## src/rtl/exc_entry_seq.sv

```systemverilog
module exc_entry_seq #(
  parameter int XLEN = 32,
  parameter logic [XLEN-1:0] NMI_OFS = 'h3C0,
  parameter logic [XLEN-1:0] BRK_OFS = 'h3BC,
  parameter int UM_BIT = 31,
  parameter int S_BIT = 5,
  parameter int ILM_LSB = 16,
  parameter logic [4:0] NMI_LVL = 5'd15,
  parameter logic [4:0] BRK_ILM = 5'd4
) (
  input  logic            clk,
  input  logic            rst_n,
  input  logic            nmi_req,
  input  logic            brk_req,
  input  logic [4:0]      brk_lvl,
  input  logic            dbg_en,
  input  logic [XLEN-1:0] ps_in,
  input  logic [XLEN-1:0] ssp_in,
  input  logic [XLEN-1:0] tbr_in,
  input  logic [XLEN-1:0] next_pc,
  output logic [XLEN-1:0] ps_out,
  output logic            ps_we,
  output logic [XLEN-1:0] ssp_out,
  output logic            ssp_we,
  output logic [XLEN-1:0] pc_out,
  output logic            pc_we,
  output logic            dbg_enter,
  output logic            done,
  output logic            busy,
  output logic            mem_req,
  output logic            mem_we,
  output logic [XLEN-1:0] mem_addr,
  output logic [XLEN-1:0] mem_wdata,
  input  logic [XLEN-1:0] mem_rdata,
  input  logic            mem_ack
);
  localparam logic [XLEN-1:0] WORD = XLEN'(4);

  typedef enum logic [2:0] {IDLE, STAT, PUSH_PS, PUSH_PC, VEC, FIN} st_t;

  st_t             st;
  logic [XLEN-1:0] sv_ps, sp, npc, vaddr, pc_r;
  logic            is_brk;

  wire [4:0] cur_ilm = ps_in[ILM_LSB +: 5];
  wire nmi_ok = nmi_req && (NMI_LVL < cur_ilm);
  wire brk_ok = brk_req && (brk_lvl < cur_ilm) && ps_in[UM_BIT] && dbg_en;

  always_ff @(posedge clk or negedge rst_n) begin
    if (!rst_n) begin
      st     <= IDLE;
      sv_ps  <= '0;
      sp     <= '0;
      npc    <= '0;
      vaddr  <= '0;
      pc_r   <= '0;
      is_brk <= 1'b0;
    end else begin
      case (st)
        IDLE: if (nmi_ok || brk_ok) begin
          st     <= STAT;
          sv_ps  <= ps_in;
          sp     <= ssp_in;
          npc    <= next_pc;
          is_brk <= !nmi_ok;
          vaddr  <= tbr_in + (nmi_ok ? NMI_OFS : BRK_OFS);
        end
        STAT: begin
          st <= PUSH_PS;
          sp <= sp - WORD;
        end
        PUSH_PS: if (mem_ack) begin
          st <= PUSH_PC;
          sp <= sp - WORD;
        end
        PUSH_PC: if (mem_ack) st <= VEC;
        VEC: if (mem_ack) begin
          st   <= FIN;
          pc_r <= mem_rdata;
        end
        FIN: st <= IDLE;
        default: st <= IDLE;
      endcase
    end
  end

  always_comb begin
    ps_out = sv_ps;
    ps_out[UM_BIT] = 1'b0;
    ps_out[S_BIT] = 1'b0;
    ps_out[ILM_LSB +: 5] = is_brk ? BRK_ILM : NMI_LVL;
  end

  assign ps_we     = (st == STAT);
  assign busy      = (st != IDLE);
  assign mem_req   = (st == PUSH_PS) || (st == PUSH_PC) || (st == VEC);
  assign mem_we    = (st == PUSH_PS) || (st == PUSH_PC);
  assign mem_addr  = (st == VEC) ? vaddr : sp;
  assign mem_wdata = (st == PUSH_PS) ? sv_ps : (st == PUSH_PC) ? npc : '0;
  assign done      = (st == FIN);
  assign pc_we     = done;
  assign ssp_we    = done;
  assign pc_out    = pc_r;
  assign ssp_out   = sp;
  assign dbg_enter = done && is_brk;


  mem_hold_chk: assert property (@(posedge clk) disable iff (!rst_n)
    mem_req && !mem_ack |=> mem_req && $stable(mem_addr) && $stable(mem_wdata) && $stable(mem_we));


  done_pulse_chk: assert property (@(posedge clk) disable iff (!rst_n)
    done |=> !done && !busy);


  done_after_read_chk: assert property (@(posedge clk) disable iff (!rst_n)
    $rose(done) |-> $past(mem_req && mem_ack && !mem_we));


  stat_first_chk: assert property (@(posedge clk) disable iff (!rst_n)
    $rose(busy) |-> ps_we && !mem_req);


  stat_priv_chk: assert property (@(posedge clk) disable iff (!rst_n)
    ps_we |-> !ps_out[UM_BIT] && !ps_out[S_BIT]);


  strobe_excl_chk: assert property (@(posedge clk) disable iff (!rst_n)
    $onehot0({ps_we, mem_req, done}));
endmodule

```

## config.mk

```make
export PLATFORM = sky130hd
export DESIGN_NAME = exc_entry_seq
export DESIGN_NICKNAME = d
export VERILOG_FILES = /design/src/rtl/exc_entry_seq.sv
export SDC_FILE = /design/constraint.sdc
export NUM_CORES = 1
export LEC_CHECK = 0
export ABC_AREA = 1
export BUFFER_PORTS_ARGS = -buffer_cell sky130_fd_sc_hd__buf_2
export CAP_MARGIN = 20
export CELL_PAD_IN_SITES_DETAIL_PLACEMENT = 1
export CELL_PAD_IN_SITES_GLOBAL_PLACEMENT = 2
export CORE_MARGIN = 10
export CORE_UTILIZATION = 29
export CTS_CLUSTER_SIZE = 40
export DETAILED_ROUTE_END_ITERATION = 8
export GPL_ROUTABILITY_DRIVEN = 0
export HOLD_SLACK_MARGIN = 0.03
export MAX_ROUTING_LAYER = met4
export PLACE_DENSITY = 0.83
export SYNTH_ARGS = -nofsm -noshare
export SYNTH_HDL_FRONTEND = slang
export SYNTH_SLANG_ARGS = --single-unit
```

## constraint.sdc

```tcl
create_clock -name clk -period 3.75 [get_ports clk]
set_clock_uncertainty 0.1 [all_clocks]
set_input_delay 0.5625 -clock clk [delete_from_list [all_inputs] [get_ports clk]]
set_output_delay 0.5625 -clock clk [all_outputs]
set_load 0.02 [all_outputs]
```

# Yosys cells after proc, flatten, opt, wreduce, memory -nomap -nowiden

Cells that the tools add are included.

Add/subtract/negate cells: 2
$lt $le $gt $ge: 2
Equal/unequal tests: 9
Muxes and demuxes: 13
Reduce and logical (&&, ||, !) cells: 16

Operators with widths:

| cell                  | number |
|---|---|
| $mux 32               | 5 |
| $pmux 32 s3           | 1 |
| $add 32x10->32        | 1 |
| $sub 32x3->32 const B | 1 |
| $pmux 3 s5            | 1 |
| $mux 3                | 4 |
| $ne 2x2->1 const B    | 4 |
| $mux 7                | 1 |
| $eq 3x2->1 const B    | 2 |
| $eq 3x3->1 const B    | 2 |
| $reduce_bool 3->1     | 2 |
| $logic_and 1x1->1     | 5 |
| $lt 4x5->1 const A    | 1 |
| $lt 5x5->1            | 1 |
| $mux 4                | 1 |
| $reduce_and 2->1      | 2 |
| $reduce_and 4->1      | 1 |
| $eq 3x1->1 const B    | 1 |
| $logic_not 3->1       | 1 |
| $logic_or 1x1->1      | 3 |
| $reduce_and 3->1      | 1 |
| $logic_not 1->1       | 1 |

Bits in registers: 164
Input port bits: 171

# Depth between registers and ports, before layout

Depth after elaboration: 7
Depth in mapped cells: 14

# Worst setup path before layout

OpenSTA, ideal clock, no wires.

Kind: input to register
Start point: in ps_in[20]
End point: reg vaddr[18]
Arrival: 2213 ps
Data required time: 3523 ps
Path slack: 1309 ps
Stages on the path: 10
Buffers on the path: 0
Path through: nand2_1 ha_1 fa_1 nand3_1 nand2_1 nand2_1 nand3_1 nand2_1 xor2_1 o21ai_0

Longest elaborated chain between the ends: 6

RTL lines:

| element                                                | RTL line | source |
|---|---|---|
| start: declaration                                     | 17       | `input logic [XLEN-1:0] ps_in,` |
| branches (longest 6 deep; another with $add 32x10->32) | -        |  |
| end signal: assignment                                 | 66       | `vaddr <= tbr_in + (nmi_ok ? NMI_OFS : BRK_OFS);` |
| end: declaration                                       | 42       | `logic [XLEN-1:0] sv_ps, sp, npc, vaddr, pc_r;` |

Several ways; the timed one is not identified.
A chain may end at the register's enable or synchronous reset.

# Worst setup path in the final report

Start point: reg st[2]
End point: out mem_addr[13]

Longest elaborated chain between the ends: 2

RTL lines:

| element                  | RTL line | source |
|---|---|---|
| start: declaration       | 41       | `st_t st;` |
| start signal: assignment | 51       | `st <= IDLE;` |
| start signal: assignment | 61       | `st <= STAT;` |
| start signal: assignment | 69       | `st <= PUSH_PS;` |
| $eq 3x3->1               | 98       | `assign mem_addr = (st == VEC) ? vaddr : sp;` |
| $mux 32                  | 98       |  |
| end: declaration         | 32       | `output logic [XLEN-1:0] mem_addr,` |

No other way between the ends.

==> results.py <==
metrics = {
    "place": {
        "placed_cells": 2013,
        "dpl-instance-area_sq_mm": 0.0114,
        "post-dp-hpwl_mm": 30.0,
        "portBuffers": 334,
    },
    "run": {
        "drv_cap": 0,
    },
    "detailed_routing": {
        "first_pass_iters": 4,
        "post_drt_via_cell_ratio": 4.55,
        "vias": 9331,
        "wirelength_mm": 38.2,
        "ant_nets": 0,
        "drc": 0,
        "routedWlPerCell_um": 18.6,
        "initialDrtViolationCount": 505,
    },
    "run_status": {
        "status": "completed",
    },
    "synthesis": {
        "ys_async_sr_fraction": 1.00,
        "synth_top_area_share": 0.427,
        "yosys_warnings": 0,
        "ys_ff_latch": 164,
        "synth_area_sq_mm": 0.00962,
        "synth_top_flop_cell": "dfrtp_1",
        "yosysTopAreaCell": "dfrtp_1",
        "synthTopCellsByArea": "dfrtp_1, nand2_1, mux2_4, nand3_1, o21ai_0",
        "synth_edf_count": 0,
        "seq_area_frac_synth": 0.427,
        "synth.distinct_cells": 43,
        "postSynthAreaPerCell_sq_um": 7.35,
        "postSynthCellCount": 1309,
    },
    "die": {
        "dieHeight_um": 202,
        "core_sq_mm": 0.0326,
        "fp.dieArea_sq_mm": 0.0409,
        "io_pins": 339,
        "start_util": 0.295,
        "die-width_um": 202,
        "rows": 66,
    },
    "sta": {
        "fin_crit_sh": 0.804,
        "tightest_slew_ps": 1100,
        "timing.slew.headroom": 0.266,
        "finalHoldViolCount": 0,
        "setup_tns_ps": 0,
        "final_max_slew_viol_count": 0,
        "setup_viol": 0,
        "fmax_mhz": 332,
        "rsz0062_at_grt": "no",
        "fin_crit_ps": 3020,
    },
    "critical_path": {
        "cp_slowest_cell": "dfrtp_1",
        "crit_chain": "inv_2 > nor2_4 > buf_4 > nand2_1 > o21ai_0 > buf_2",
        "crit_type": "flip-flop to output pin",
        "crit_arrival_ps": 2350,
        "end_kind": "output pin",
        "crit_required_ps": 3090,
        "path_max_fanout": 51,
        "cp-start-kind": "flip-flop",
        "max_stage_delay_ps": 510,
    },
    "global_route": {
        "grt-ovfl-total": 0,
        "grt_antenna_before_repair": 5,
        "grt_max_degree": 72,
        "grtUsageTotal": 0.189,
        "grt_pass1_vias": 9874,
        "grt_pass1_wl_mm": 59.1,
    },
    "cells_and_area": {
        "fin_nets": 1772,
        "finalNonFillerCells": 2050,
        "final_cell_mix": "nand2_1, buf_2, dfrtp_1, nand3_1, nor2_1",
        "multi_input_area_sq_mm": 0.00470,
        "mostFrequentLayoutCell": "nand2_1",
        "stdcell_area_sq_mm": 0.0121,
        "regArea_sq_mm": 0.00410,
        "drive_gt1_frac": 0.266,
        "area_growth_pct": 25.5,
        "nFillCells": 4172,
    },
    "power_and_ir_drop": {
        "peakVddDrop_mv": 0.434,
        "p_leak_nw": 6.79,
        "p_switching_mw": 5.43,
        "clockPowerShare": 0.168,
        "internal_power_mw": 5.56,
        "p_comb_frac": 0.528,
        "seqPwrFrac": 0.304,
        "power.density_mw_per_mm2": 910,
        "switching_share": 0.494,
    },
    "cts": {
        "cts_buffer_depth": 2,
        "tritoncts": "done",
        "htreeDepth": 4,
        "post_cts_resized": 0,
        "cts_root_buf": "clkbuf_16",
        "cts_hold_buf": 0,
        "postCtsSetupBuffers": 0,
        "clkSinkCount": 164,
        "clk_latency_ps": 440,
        "cts-buffers-inserted": 17,
        "clk_pin_slew_worst_paths_ps": 70,
    },
    "worst_hold_path": {
        "hp-class": "input pin to async pin",
    },
}
==> flip-flops by register name (all words and copies together), names as in the netlist <==
signal / count
ssp_out: 32
npc: 32
is_brk: 1
st: 3
vaddr: 32
pc_out: 32
sv_ps: 32
==> final cells by class <==
class	count	share of cell area
Antenna cell	5	0.00104
Clock buffer	23	0.0412
Clock inverter	9	0.00974
Inverter	83	0.0260
Multi-Input combinational cell	981	0.389
Sequential cell	164	0.340
Tap cell	442	0.0458
Timing Repair Buffer	343	0.148
==> cell usage after synthesis (3+ instances only) <==
| cell type | n |
|---|---|
| clkbuf_1 | 14 |
| o21ai_0 | 64 |
| a21boi_0 | 4 |
| buf_4 | 38 |
| nor3_1 | 11 |
| inv_1 | 75 |
| buf_2 | 24 |
| nor2_1 | 80 |
| buf_6 | 6 |
| ha_1 | 10 |
| nand3_1 | 82 |
| o21ai_1 | 13 |
| xor2_1 | 21 |
| mux2_4 | 30 |
| xnor2_1 | 10 |
| nand4_1 | 10 |
| mux2i_1 | 3 |
| dfrtp_1 | 164 |
| inv_2 | 7 |
| nand2_1 | 605 |
| a21oi_1 | 10 |
==> per-stage QoR <==
| step | hold slack [ps] | setup slack, ps | power, mW | utilization |
|---|---|---|---|---|
| final | 33.9 | 734 | 11.0 | 0.370 |
| after global routing | 53.1 | 568 | 11.9 | 0.370 |
| after CTS | 36.3 | 679 | 11.2 | 0.370 |
| after detailed placement | 367 | 745 | 9.26 | 0.351 |
| after global placement | 363 | 790 | 9.10 | 0.351 |
| after floorplan | 167 | 1310 | 7.29 | - |
==> layer usage <==
layer	up-vias	GRT usage	wire (um)
met4	0	0.0480	401
li1	4636	-	-
met5	-	-	0
met3	20	0.0353	1710
met2	200	0.298	18100
met1	4475	0.245	18000
==> power groups by stage <==
stage | Combinational, mW | Sequential (mW) | Clock [mW]
after floorplan | 3.73 | 3.56 | 0
after global placement | 5.77 | 3.33 | 0
after detailed placement | 5.90 | 3.37 | 0
after CTS | 5.93 | 3.34 | 1.92
after global routing | 6.46 | 3.47 | 1.99
final | 5.80 | 3.34 | 1.85
==> kinds of logic after synthesis <==
kind of cell               Yosys count  share of synthesized area
other                                2                   0.000781
and+or+nand+nor                    804                      0.336
xor gates and xnor gates            31                     0.0282
muxes                               35                     0.0523
AOI/OAI and AO/OA                   96                     0.0531
adders and majority gates           11                     0.0151
buffers and inverters              166                     0.0877
DFF                                164                      0.427
==> worst max-delay path: cells and delay by family, from the launching register on <==
kind	cells	cell delay, ps
simple gates	2	440
buf+inv	3	800
flops	1	510
compound gates	1	150
==> final timing paths <==
kind / start / endpoint / slack [ps] / cells past startpoint
min reg2reg: npc[20] / npc[20] / 380 / 2
max reg2reg: st[0] / ssp_out[31] / 1140 / 9
min: rst_n / vaddr[17] / 30 / 1
min in group clk: next_pc[20] / npc[20] / 210 / 3
max in group asynchronous: rst_n / sv_ps[7] / 2690 / 2
max: st[2] / mem_addr[13] / 730 / 6
No activity file was read; power rests on OpenSTA's default activity.
